### config.mk
export PLATFORM = sky130hd
export DESIGN_NAME = rbk_guard
export DESIGN_NICKNAME = d
export VERILOG_FILES = /design/src/rtl/rbk_pkg.sv /design/src/rtl/rbk_succ_match.sv /design/src/rtl/rbk_ctr_store.sv /design/src/rtl/rbk_use_flag.sv /design/src/rtl/rbk_guard.sv
export SDC_FILE = /design/constraint.sdc
export NUM_CORES = 1
export LEC_CHECK = 0
export BUFFER_PORTS_ARGS = -buffer_cell sky130_fd_sc_hd__buf_4
export CORE_MARGIN = 8
export CORE_UTILIZATION = 54
export DETAILED_ROUTE_END_ITERATION = 7
export PLACE_DENSITY = 0.81
export SLEW_MARGIN = 20
export SYNTH_ARGS = -nofsm -noshare
export SYNTH_HDL_FRONTEND = slang
export SYNTH_HIERARCHICAL = 1
export SYNTH_SLANG_ARGS = --single-unit
### constraint.sdc
create_clock -name clk -period 5.1 [get_ports clk]
set_clock_uncertainty 0.2 [all_clocks]
set_input_delay 0.255 -clock clk [delete_from_list [all_inputs] [get_ports clk]]
set_output_delay 0.255 -clock clk [all_outputs]
set_load 0.05 [all_outputs]
### src/rtl/rbk_pkg.sv
package rbk_pkg;
  localparam int unsigned CTR_BYTES = 8;
  localparam int unsigned CTR_W     = CTR_BYTES * 8;

  typedef struct packed {
    logic ok;
    logic err;
  } rbk_ack_t;
endpackage

### src/rtl/rbk_succ_match.sv
module rbk_succ_match #(
  parameter int unsigned W = 64
) (
  input  logic [W-1:0] cur,
  input  logic [W-1:0] cand,
  output logic         match
);
  localparam int unsigned WX = W + 1;

  logic [WX-1:0] succ;
  logic [WX-1:0] cand_x;

  // The extra top bit makes the successor of all-ones unreachable by any W-bit candidate.
  always_comb begin
    succ   = {1'b0, cur} + {{(WX-1){1'b0}}, 1'b1};
    cand_x = {1'b0, cand};
    match  = (succ == cand_x);
  end
endmodule

### src/rtl/rbk_ctr_store.sv
module rbk_ctr_store
  import rbk_pkg::*;
#(
  parameter int unsigned     W           = 64,
  parameter logic [W-1:0]    RESET_VALUE = '0
) (
  input  logic         clk,
  input  logic         rst,
  input  logic         wr_en,
  input  logic [W-1:0] wr_data,
  output logic [W-1:0] value,
  output logic         accept,
  output rbk_ack_t     ack
);
  logic [W-1:0] value_q;
  logic         is_succ;

  rbk_succ_match #(.W(W)) u_succ (
    .cur   (value_q),
    .cand  (wr_data),
    .match (is_succ)
  );

  always_comb accept = wr_en & is_succ;

  always_ff @(posedge clk) begin
    if (rst) begin
      value_q <= RESET_VALUE;
      ack     <= '0;
    end else begin
      if (accept) value_q <= wr_data;
      ack.ok  <= accept;
      ack.err <= wr_en & ~is_succ;
    end
  end

  assign value = value_q;
endmodule

### src/rtl/rbk_use_flag.sv
module rbk_use_flag (
  input  logic clk,
  input  logic rst,
  input  logic ctr_accept,
  input  logic key_req,
  output logic grant,
  output logic deny
);
  logic used_q;
  logic used_eff;

  // Counter update is resolved before a request in the same cycle.
  always_comb used_eff = ctr_accept ? 1'b0 : used_q;

  always_ff @(posedge clk) begin
    if (rst) begin
      used_q <= 1'b1;
      grant  <= 1'b0;
      deny   <= 1'b0;
    end else begin
      grant  <= key_req & ~used_eff;
      deny   <= key_req & used_eff;
      used_q <= key_req ? 1'b1 : used_eff;
    end
  end
endmodule

### src/rtl/rbk_guard.sv
module rbk_guard
  import rbk_pkg::*;
#(
  parameter int unsigned         CTR_W       = rbk_pkg::CTR_W,
  parameter logic [CTR_W-1:0]    RESET_VALUE = '0
) (
  input  logic             clk,
  input  logic             rst,
  input  logic             ctr_wr_en,
  input  logic [CTR_W-1:0] ctr_wr_data,
  input  logic             key_req,
  output logic [CTR_W-1:0] ctr_value,
  output logic             ctr_ok,
  output logic             ctr_err,
  output logic             key_grant,
  output logic             key_deny
);
  logic     accept;
  rbk_ack_t ack;

  rbk_ctr_store #(.W(CTR_W), .RESET_VALUE(RESET_VALUE)) u_store (
    .clk     (clk),
    .rst     (rst),
    .wr_en   (ctr_wr_en),
    .wr_data (ctr_wr_data),
    .value   (ctr_value),
    .accept  (accept),
    .ack     (ack)
  );

  rbk_use_flag u_flag (
    .clk        (clk),
    .rst        (rst),
    .ctr_accept (accept),
    .key_req    (key_req),
    .grant      (key_grant),
    .deny       (key_deny)
  );

  assign ctr_ok  = ack.ok;
  assign ctr_err = ack.err;
endmodule

; Word-level counts from Yosys, hierarchy flattened
; Cells that the tools add are included.
; W data, S select, Z words.
[word_totals]
regBits = 69
[classes]
n_mux = 1
reduce_logical = 1
n_eq_ne = 1
bitwise = 6
addsub = 1
[op_table]
columns = cell, count
row1 = $add A64 B1 Y65 const B, 1
row2 = $eq A65 B64 Y1, 1
row3 = $and A1 B1 Y1, 4
row4 = $not A1 Y1, 2
row5 = $reduce_or A2 Y1, 1
row6 = $mux W1, 1

; Depth between registers and ports, before layout
; Gate-level depths: netlist of run 1.
[logic_depth]
ltp_word = 6
ltp_mapped = 13
depth_no_buf = 12

; By module
; Netlist of run 1, hierarchy kept.
[modules_own_cells]
columns = mod, n_inst, area_per_inst_um2, cells_each
row1 = rbk_ctr_store, 1, 2827.7, 296
row2 = rbk_succ_match, 1, 2374.8, 347
row3 = rbk_use_flag, 1, 97.6, 7

; Least setup slack after synthesis of run 1
; No wires, ideal clock.
[synth_timing]
kind = flip-flop to flip-flop
startpoint = register u_store.value_q[0] (netlist: u_store/value[0])
endpoint = register u_flag.used_q
setup_ns = 0.127
path_slack_ns = 0.648
arrival_ns = 4.125
synth_period_minus_slack_ns = 4.452
path_stages_with_launch = 13
n_path_buf = 1
t_required_ns = 4.773
path_cell_list = dfxtp_1 > ha_1 > nand4_1 > or4_4 > nor4_4 > nand2_2 > o31a_1 > or4_1 > nor4_2 > buf_2 > and2_1 > nor2b_4 > or3_1
[synth_between]
elab_chain_cells = 4
[synth_rtl]
columns = item, line_no
row1 = start: declaration, rbk_ctr_store.sv:15  ; logic [W-1:0] value_q;
row2 = start signal: assignment, rbk_ctr_store.sv:31  ; if (accept) value_q <= wr_data;
row3 = $add A64 B1 Y65, rbk_succ_match.sv:15  ; succ = {1'b0, cur} + {{(WX-1){1'b0}}, 1'b1};
row4 = $eq A65 B64 Y1, rbk_succ_match.sv:17  ; match = (succ == cand_x);
row5 = named net u_store.is_succ, rbk_ctr_store.sv:16  ; logic is_succ;
row6 = $and A1 B1 Y1, rbk_ctr_store.sv:24  ; always_comb accept = wr_en & is_succ;
row7 = named net accept, rbk_guard.sv:18  ; logic accept;
row8 = $mux W1, rbk_use_flag.sv:13  ; always_comb used_eff = ctr_accept ? 1'b0 : used_q;
row9 = end signal: assignment, rbk_use_flag.sv:23  ; used_q <= key_req ? 1'b1 : used_eff;
row10 = end: declaration, rbk_use_flag.sv:9  ; logic used_q;
; The timed path passes the listed nets, and every way through them passes these cells.
; A chain may end at the register's enable or synchronous reset.

; Final worst setup path of run 1
[layout_timing]
startpoint = register u_store.value_q[0] (netlist: u_store/value[0])
endpoint = register u_store.value_q[18] (netlist: u_store/value[18])
[layout_between]
elab_chain_cells = 3
[layout_rtl]
columns = item, line_no
row1 = $add A64 B1 Y65, rbk_succ_match.sv:15
row2 = $eq A65 B64 Y1, rbk_succ_match.sv:17
row3 = named net u_store.is_succ, rbk_ctr_store.sv:16
row4 = $and A1 B1 Y1, rbk_ctr_store.sv:24
; The timed path passes the listed nets, and every way through them passes these cells.

==> results of run 1 <==
## cell type report
| class | count | area share (%) |
|---|---|---|
| Multi-Input combinational cell | 534 | 51.6 |
| Clock buffer | 11 | 2.13 |
| Tap cell | 133 | 2.34 |
| Clock inverter | 5 | 0.475 |
| Timing Repair Buffer | 203 | 23.6 |
| Inverter | 7 | 0.369 |
| Sequential cell | 69 | 19.4 |
## logic make-up after synthesis
logic type | count (synthesis) | synth area share (%)
buffers and inverters | 47 | 4.79
AOI/OAI and AO/OA | 174 | 24.2
and+or+nand+nor | 264 | 28.7
adders and majority gates | 1 | 0.236
DFF | 69 | 26.1
xor gates and xnor gates | 88 | 14.5
muxes | 7 | 1.44
## registers in the layout (all words and copies together) (netlist names)
register and count:
u_store/value 64, u_flag/grant 1, u_flag/deny 1, u_store/ack 2, u_flag/used_q 1
## critical path, stage by stage (launching register included)
cell and delay, ns:
dfxtp_1 0.44, ha_1 0.27, nand4_1 0.28, or4_4 0.63
nor4_4 0.48, nand2_2 0.11, o31a_1 0.30, or4_1 0.57
nor4_4 0.31, buf_4 0.49, a21bo_2 0.20, a21oi_1 0.07
## stage by stage
| step | cell area [um^2] | total power [W] |
|---|---|---|
| finish | 7110 | 0.00116 |
| global route | 7110 | 0.00120 |
| CTS | 7110 | 0.00116 |
| detailed placement | 6300 | 0.000695 |
| global placement | 6300 | 0.000692 |
| floorplan | 5300 | 0.000629 |
## routing by layer
layer / routed length (um) / GRT usage [%]
met3: 1390 / 7.72
met5: 0 / 0
met1: 7190 / 30.0
met2: 8340 / 42.8
met4: 386 / 8.14
## power by group
part | internal, W | switching, W | total, W | leakage [nW]
clock | 0.000203 | 0.000233 | 0.000436 | 0.0917
sequential | 0.000539 | 0.000000171 | 0.000539 | 0.556
combinational | 0.0000979 | 0.0000888 | 0.000187 | 1.98
## worst max path at each step
stage | from | endpoint | slack, ns | cells after the start
floorplan | u_store/value[0] | u_flag/used_q | 0.65 | 12
global placement | u_store/value[0] | u_store/value[23] | 0.90 | 11
detailed placement | u_store/value[0] | u_store/value[19] | 0.68 | 11
CTS | u_store/value[0] | u_store/value[19] | 0.66 | 11
global route | u_store/value[0] | u_store/value[37] | 0.33 | 12
finish | u_store/value[0] | u_store/value[18] | 0.59 | 11
## placed cells by master, fill, tap and decap left out, types with 8 or more instances in the layout
| cell | n |
|---|---|
| a21bo_2 | 36 |
| dfxtp_1 | 69 |
| xor2_1 | 26 |
| dlygate4sd3_1 | 63 |
| nor4_1 | 19 |
| nand4_1 | 26 |
| and4_1 | 8 |
| a21oi_1 | 71 |
| nor3_1 | 15 |
| a31oi_1 | 9 |
| a21bo_1 | 28 |
| nand3_1 | 92 |
| xnor2_1 | 62 |
| nand2_1 | 30 |
| buf_4 | 140 |
| clkbuf_8 | 11 |
| nor2_1 | 23 |
==> results_dict.tcl, run 1 <==
set metrics [dict create \
    synth-seq-area-share_pct 26.1 \
    p_leak_nw 2.63 \
    slew_viol_final 0 \
    hold_depth 3 \
    cts_root_buf "clkbuf_8" \
    core_area_um2 9640 \
    reg2reg_to "u_store/value[18]" \
    multiInputGateArea_um2 3670 \
    hp-class "input pin to register" \
    ys.flop_type "dfxtp_1" \
    ys_ff_latch 69 \
    routed_wl_um 17300 \
    fmax_mhz 222 \
    chipHeight_um 115 \
    antenna_found_initial 0 \
    period_share_pct 88.5 \
    worstPathMaxFanout 50 \
    die_w_um 115 \
    worst_setup_path_start_kind "register" \
    crit_path_end_kind "register" \
    synth_most_common_cell "nand3_1" \
    final_net_count 893 \
    place_ws_ns 0.681 \
    synth-edff-count 0 \
    netlist.area_leader.share_pct 26.1 \
    cts_resized 0 \
    std_cell_rows 36 \
    drc 0 \
    instances_no_fill 962 \
    cts_tree "yes" \
    layout_min_cycle_time_ns 4.51 \
    grt_pass1_vias 5567 \
    hold_viol 0 \
    drt_iter0_markers 522 \
    clock_sinks 69 \
    drive_above_1_share_pct 25.2 \
    postCtsSetupBuffers 0 \
    io_buffers 135 \
    hold_slack_ns 0.00833 \
    fin_ws_ns 0.587 \
    wire_per_inst_um 18.0 \
    path_class "register to register" \
    clock_path_buffers 2 \
    pin_count 136 \
    post-place-cells 883 \
    grt_pass1_wl_um 27600 \
    start_util_pct 55.0 \
    rrSetupSlack_ns 0.59 \
    synth_cell_type_count 65 \
    r2r-start "u_store/value[0]" \
    slew-limit-headroom_pct 44.4 \
    synthArstFlopShare_pct 0 \
    num_vias 5779 \
    synth_common_cells "92 x nand3_1, 71 x a21oi_1, 69 x dfxtp_1" \
    grt_start_max_net_pins 86 \
    hpwlAfterDp_um 11800 \
    fin_setup_tns_ns 0 \
    synthCells 650 \
    required_ns 5.10 \
    synth_top_area_cell "dfxtp_1" \
    die-area_um2 13200 \
    status "complete, no violations" \
    register_area_um2 1380 \
    cap_violations 0 \
    synth.net_count 719 \
    tightest_slew_ns 0.833 \
    synth_warnings 6 \
    pwr_density_cell_nw_per_um2 163 \
    cts_buffers 9 \
    dr.pass1.iters 6 \
    ys_top_cells_by_area "dfxtp_1 26%, xnor2_1 10%, nand3_1 8.7%" \
    n_antenna_cell 0 \
    area_growth_pct 34.2 \
    ctsHoldBuffers 63 \
    vdd_drop_max_mv 0.139 \
    n_fill_cell 722 \
    place.gp.congestion 0.941 \
    fin_util_pct 73.8 \
    gr-total-overflow 0 \
    clk-insertion-delay-late_ns 0.36 \
    grt_usage_pct 25.3 \
    whs_endpoint "u_store/value[19]" \
    rsz0062_at_grt "no" \
    syn_area_per_cell_um2 8.15 \
    setup_viol 0 \
    reg2regPathDepth 11 \
    via_per_inst 6.01 \
    hold_start "ctr_wr_data[19]" \
    h-tree-depth 3 \
    final_antenna_net_count 0 \
    path_clk_slew_ns 0.08 \
    syn_area_um2 5300 \
    worstPathArrival_ns 4.52 \
]
No activity file was read; power rests on OpenSTA's default activity.
==> run 2: changes to the inputs <==
--- a/config.mk
+++ b/config.mk
@@ -5,11 +5,11 @@
 export SDC_FILE = /design/constraint.sdc
 export NUM_CORES = 1
 export LEC_CHECK = 0
-export BUFFER_PORTS_ARGS = -buffer_cell sky130_fd_sc_hd__buf_4
 export CORE_MARGIN = 8
-export CORE_UTILIZATION = 54
+export CORE_UTILIZATION = 52
 export DETAILED_ROUTE_END_ITERATION = 7
-export PLACE_DENSITY = 0.81
+export DONT_BUFFER_PORTS = 1
+export PLACE_DENSITY = 0.67
 export SLEW_MARGIN = 20
 export SYNTH_ARGS = -nofsm -noshare
 export SYNTH_HDL_FRONTEND = slang
==> run 2 against run 1 <==
Effect of this change:
- flip-flop and latch count is the same
- sequential power grew 0.7%
- worst setup slack lost 0.38 ns
- cell count fell by 5.1%
- die area rose by 3.3%
- register-to-register slack worse by 0.38 ns
- combinational power down 30%
- first-iteration DRC count down 5.9%
==> results_dict.tcl, run 2 (synthesis results as in run 1) <==
set metrics [dict create \
    die_w_um 117 \
    antenna_found_initial 0 \
    pin_count 136 \
    final_net_count 842 \
    tightest_slew_ns 0.745 \
    required_ns 5.18 \
    clock_path_buffers 2 \
    slew_viol_final 0 \
    cts_root_buf "clkbuf_8" \
    status "complete, no violations" \
    routed_wl_um 18400 \
    path_clk_slew_ns 0.08 \
    dr.pass1.iters 5 \
    worst_setup_path_start_kind "register" \
    drive_above_1_share_pct 15.8 \
    cts_buffers 9 \
    io_buffers 0 \
    register_area_um2 1380 \
    n_fill_cell 867 \
    layout_min_cycle_time_ns 4.89 \
    multiInputGateArea_um2 3670 \
    hp-class "input pin to register" \
    via_per_inst 6.11 \
    setup_viol 0 \
    wire_per_inst_um 20.1 \
    grt_pass1_vias 5441 \
    area_growth_pct 29.9 \
    worstPathMaxFanout 47 \
    fin_setup_tns_ns 0 \
    p_leak_nw 2.29 \
    largest_reg_flops 64 \
    worstPathArrival_ns 4.97 \
    final_common_cell "dlygate4sd3_1" \
    fmax_mhz 205 \
    grt_pass1_wl_um 28400 \
    crit_path_end_kind "register" \
    pwr_density_cell_nw_per_um2 162 \
    final_antenna_net_count 0 \
    hpwlAfterDp_um 11900 \
    slew-limit-headroom_pct 50.3 \
    rsz0062_at_grt "no" \
    cts_tree "yes" \
    path_class "register to register" \
    swShare_pct 25.5 \
    h-tree-depth 3 \
    hold_viol 0 \
    seq_power_share_pct 48.7 \
    drc 0 \
    rrSetupSlack_ns 0.21 \
    core_area_um2 10100 \
    n_antenna_cell 0 \
    combPwrFrac_pct 11.8 \
    die-area_um2 13700 \
    clock_sinks 69 \
    intPower_w 0.000830 \
    period_share_pct 95.9 \
    vdd_drop_max_mv 0.135 \
    gr-total-overflow 0 \
    grt_start_max_net_pins 96 \
    chipHeight_um 117 \
    cap_violations 0 \
    start_util_pct 52.5 \
    p_sw_w 0.000285 \
    place.gp.congestion 0.851 \
    clkPwrFrac_pct 39.6 \
    clk-insertion-delay-late_ns 0.36 \
    layout_common_cells "97 x dlygate4sd3_1, 92 x nand3_1, 71 x a21oi_1" \
    num_vias 5574 \
    fin_util_pct 68.2 \
    std_cell_rows 37 \
    grt_usage_pct 26.3 \
    drt_iter0_markers 491 \
]
run 2: cell count changes in the layout (fill, tap and decap cells not counted), moves of 2 or more:
cell / before / now
dlygate4sd3_1: 63 / 97
buf_12: 0 / 2
buf_4: 140 / 50
clkbuf_8: 11 / 9
buf_16: 0 / 2
run 2: final timing paths:
kind | start | endpoint | cells after the start
hold reg to reg | u_flag/used_q | u_flag/used_q | 2
setup / recovery | u_store/value[1] | u_store/value[60] | 13
setup reg to reg | u_store/value[1] | u_store/value[60] | 13
hold / removal | rst | u_store/value[13] | 2
run 2: critical path, stage by stage, from the launching register on:
cell,delay [ns]
dfxtp_1,0.34
ha_1,0.25
nand4_1,0.29
or4_4,0.62
nor4_4,0.48
nand2_2,0.10
o31a_1,0.31
or4_1,0.58
nor4_4,0.37
buf_4,0.20
buf_12,0.22
nand3_1,0.09
dlygate4sd3_1,0.57
a21oi_1,0.16
run 2: power by group through the flow:
stage,combinational (W),clock [W],sequential [W]
after floorplan,0.0000739,0,0.000555
after global placement,0.0000605,0,0.000555
after detailed placement,0.0000609,0,0.000555
after CTS,0.000128,0.000451,0.000543
after global routing,0.000138,0.000479,0.000543
final,0.000131,0.000441,0.000543
run 2: repair_timing:
| action | 4_1_cts | 5_1_grt |
|---|---|---|
| endpoints found under the setup margin | 0 | 19 |
| hold endpoints to repair | 69 | 0 |
| resized for setup | 0 | 2 |
| buffers inserted | 0 | 1 |
| hold buffers | 99 | 0 |
run 2: through the flow:
step	instance area, um^2	power (W)	cells	hold slack (ns)	worst slack (ns)
global placement	5670	0.000616	798	0.132	0.780
global route	6890	0.00116	913	0.0537	0.0194
CTS	6870	0.00112	912	0.0422	0.152
detailed placement	5670	0.000616	798	0.134	0.677
finish	6890	0.00111	913	0.0610	0.211
floorplan	5300	0.000629	650	0.131	0.648
run 2: area by class of cell:
class | count | area share (%)
inverter | 7 | 0.382
multi-input combinational | 534 | 53.4
timing repair buffer | 152 | 21.1
clock buffer | 10 | 1.85
sequential | 69 | 20.1
tap | 136 | 2.47
clock inverter | 5 | 0.763
run 2: per-layer routing:
layer	track usage (%)	part of all wire [%]	vias to the layer above
met5	0	0	-
met4	9.81	1.7	0
met3	7.03	9.9	33
met2	42.9	47	241
met1	32.4	42	2646
li1	-	-	2654
==> run 3: changes to the inputs <==
--- a/config.mk
+++ b/config.mk
@@ -6,10 +6,10 @@
 export NUM_CORES = 1
 export LEC_CHECK = 0
 export CORE_MARGIN = 8
-export CORE_UTILIZATION = 52
+export CORE_UTILIZATION = 60
 export DETAILED_ROUTE_END_ITERATION = 7
 export DONT_BUFFER_PORTS = 1
-export PLACE_DENSITY = 0.67
+export PLACE_DENSITY = 0.76
 export SLEW_MARGIN = 20
 export SYNTH_ARGS = -nofsm -noshare
 export SYNTH_HDL_FRONTEND = slang
==> run 3 against run 2 <==
Effect of this change:
- count of clock-buffer cells in the layout is 2 higher
- register-to-register slack lost 0.13 ns
- global-route usage up 4.3 points
- critical endpoint is now u_store/value[15]
- largest power group unchanged
==> results_dict.tcl, run 3 (synthesis results as in run 1) <==
set metrics [dict create \
    register_area_um2 1380 \
    finalPower_w 0.00116 \
    r2r-start "u_store/value[0]" \
    drive_above_1_share_pct 15.3 \
    vdd_drop_max_mv 0.134 \
    grt_start_max_net_pins 85 \
    path_class "register to register" \
    grt_pass1_wl_um 29600 \
    instances_no_fill 892 \
    dr.pass1.iters 6 \
    crit_path_end_kind "register" \
    clock_path_buffers 2 \
    clock_sinks 69 \
    std_cell_rows 34 \
    p_sw_w 0.000291 \
    final_common_cell "dlygate4sd3_1" \
    period_share_pct 98.5 \
    via_per_inst 6.63 \
    hold_start "rst" \
    path_buf_inv 2 \
    slew_viol_final 0 \
    n_antenna_cell 0 \
    grt_pass1_vias 5873 \
    final_net_count 848 \
    worstSetupStartpoint "u_store/value[0]" \
    drc 0 \
    grt_usage_pct 30.6 \
    setup_viol 0 \
    routed_wl_um 19100 \
    worst_setup_path_start_kind "register" \
    die-area_um2 12100 \
    core_area_um2 8640 \
    clk-insertion-delay-late_ns 0.35 \
    multiInputGateArea_um2 3670 \
    fin_setup_tns_ns 0 \
    place_area_um2 5580 \
    start_util_pct 61.4 \
    tightest_slew_ns 0.766 \
    die_w_um 110 \
    hold_slack_ns 0.0720 \
    swShare_pct 25.2 \
    crit_family "simple AND/OR/NAND/NOR gates" \
    final_antenna_net_count 0 \
    fmax_mhz 199 \
    worstPathArrival_ns 5.10 \
    intPower_w 0.000865 \
    pwr_density_cell_nw_per_um2 167 \
    cap_violations 0 \
    crit_slowest_cell "or4_4" \
    worstPathMaxFanout 32 \
    cts_buffers 9 \
    hpwlAfterDp_um 11700 \
    chipHeight_um 110 \
    area_growth_pct 30.7 \
    layout_min_cycle_time_ns 5.02 \
    status "complete, no violations" \
    cts_tree "yes" \
    rsz0062_at_grt "yes" \
    required_ns 5.18 \
    io_buffers 0 \
    crit_chain "ha_1, nand4_1, or4_4, nor4_4, nand2_2, o31a_1, or4_1, nor4_4, buf_4, nand3_1, dlygate4sd3_1, a21oi_1" \
    worst-path-stages 12 \
    antenna_found_initial 0 \
    rrSetupSlack_ns 0.08 \
    reg2regPathDepth 12 \
    clkPwrFrac_pct 41.7 \
    critPathMaxStageDelay_ns 0.63 \
    num_vias 5915 \
    n_fill_cell 569 \
    combPwrFrac_pct 11.4 \
    path_clk_slew_ns 0.08 \
    hold_viol 0 \
    cts_root_buf "clkbuf_8" \
    layout_common_cells "108 x dlygate4sd3_1, 92 x nand3_1, 71 x a21oi_1" \
    p_leak_nw 2.28 \
    post-place-cells 766 \
    largest_reg_flops 64 \
    place.gp.congestion 0.940 \
    fin_area_um2 6930 \
    slew-limit-headroom_pct 48.8 \
    cp_common_cell "nor4_4" \
    gr-total-overflow 0 \
    seq_power_share_pct 46.9 \
    h-tree-depth 3 \
    pin_count 136 \
    drt_iter0_markers 696 \
    hp-class "input pin to register" \
    hold_depth 2 \
    wire_per_inst_um 21.4 \
]
## run 3: power groups by stage
stage               Combinational [W]  Sequential [W]  Clock, W
detailed placement          0.0000612        0.000555         0
floorplan                   0.0000739        0.000555         0
finish                       0.000131        0.000542  0.000482
global route                 0.000138        0.000543  0.000510
global placement            0.0000598        0.000555         0
CTS                          0.000126        0.000542  0.000487
## run 3: per-layer routing
metal / vias up / part of all wire (%) / track usage, %
li1: 2674 / - / -
met1: 2800 / 38 / 36.3
met2: 374 / 48 / 51.4
met3: 67 / 12 / 8.60
met4: 0 / 2.8 / 11.2
met5: - / 0 / 0
## run 3: cell type report
| cell class | instances | share of cell area [%] |
|---|---|---|
| clock inverters | 4 | 0.795 |
| flip-flops and latches | 69 | 20.0 |
| clock buffers | 12 | 2.24 |
| repair buffers | 158 | 21.7 |
| inverters | 7 | 0.379 |
| multi-input cells | 534 | 53.0 |
| well taps | 108 | 1.95 |
## run 3: repair_timing
| action | CTS | global route |
|---|---|---|
| setup buffers | 0 | 0 |
| hold endpoints to repair | 69 | 0 |
| gates resized for setup | 0 | 3 |
| hold buffers | 110 | 0 |
| setup endpoints to repair | 0 | 36 |
## run 3: worst register-to-register path, delay by kind of cell, from the launching register on
family | cells | cell delay (ns)
AOI/OAI and AO/OA | 2 | 0.45
adders and majority gates | 1 | 0.27
buffers and inverters | 2 | 1.00
DFF | 1 | 0.35
and+or+nand+nor | 7 | 2.71
## run 3: stage by stage
| stage | util, % | setup WS (ns) |
|---|---|---|
| finish | 80.2 | 0.0765 |
| global route | 80.2 | -0.0270 |
| CTS | 80.2 | 0.110 |
| detailed placement | 64.6 | 0.642 |
| global placement | 64.6 | 0.704 |
| floorplan | - | 0.648 |
## run 3: final timing paths
check	end
setup / recovery	u_store/value[15]
hold / removal	u_store/value[14]
setup reg to reg	u_store/value[15]
hold reg to reg	u_flag/grant
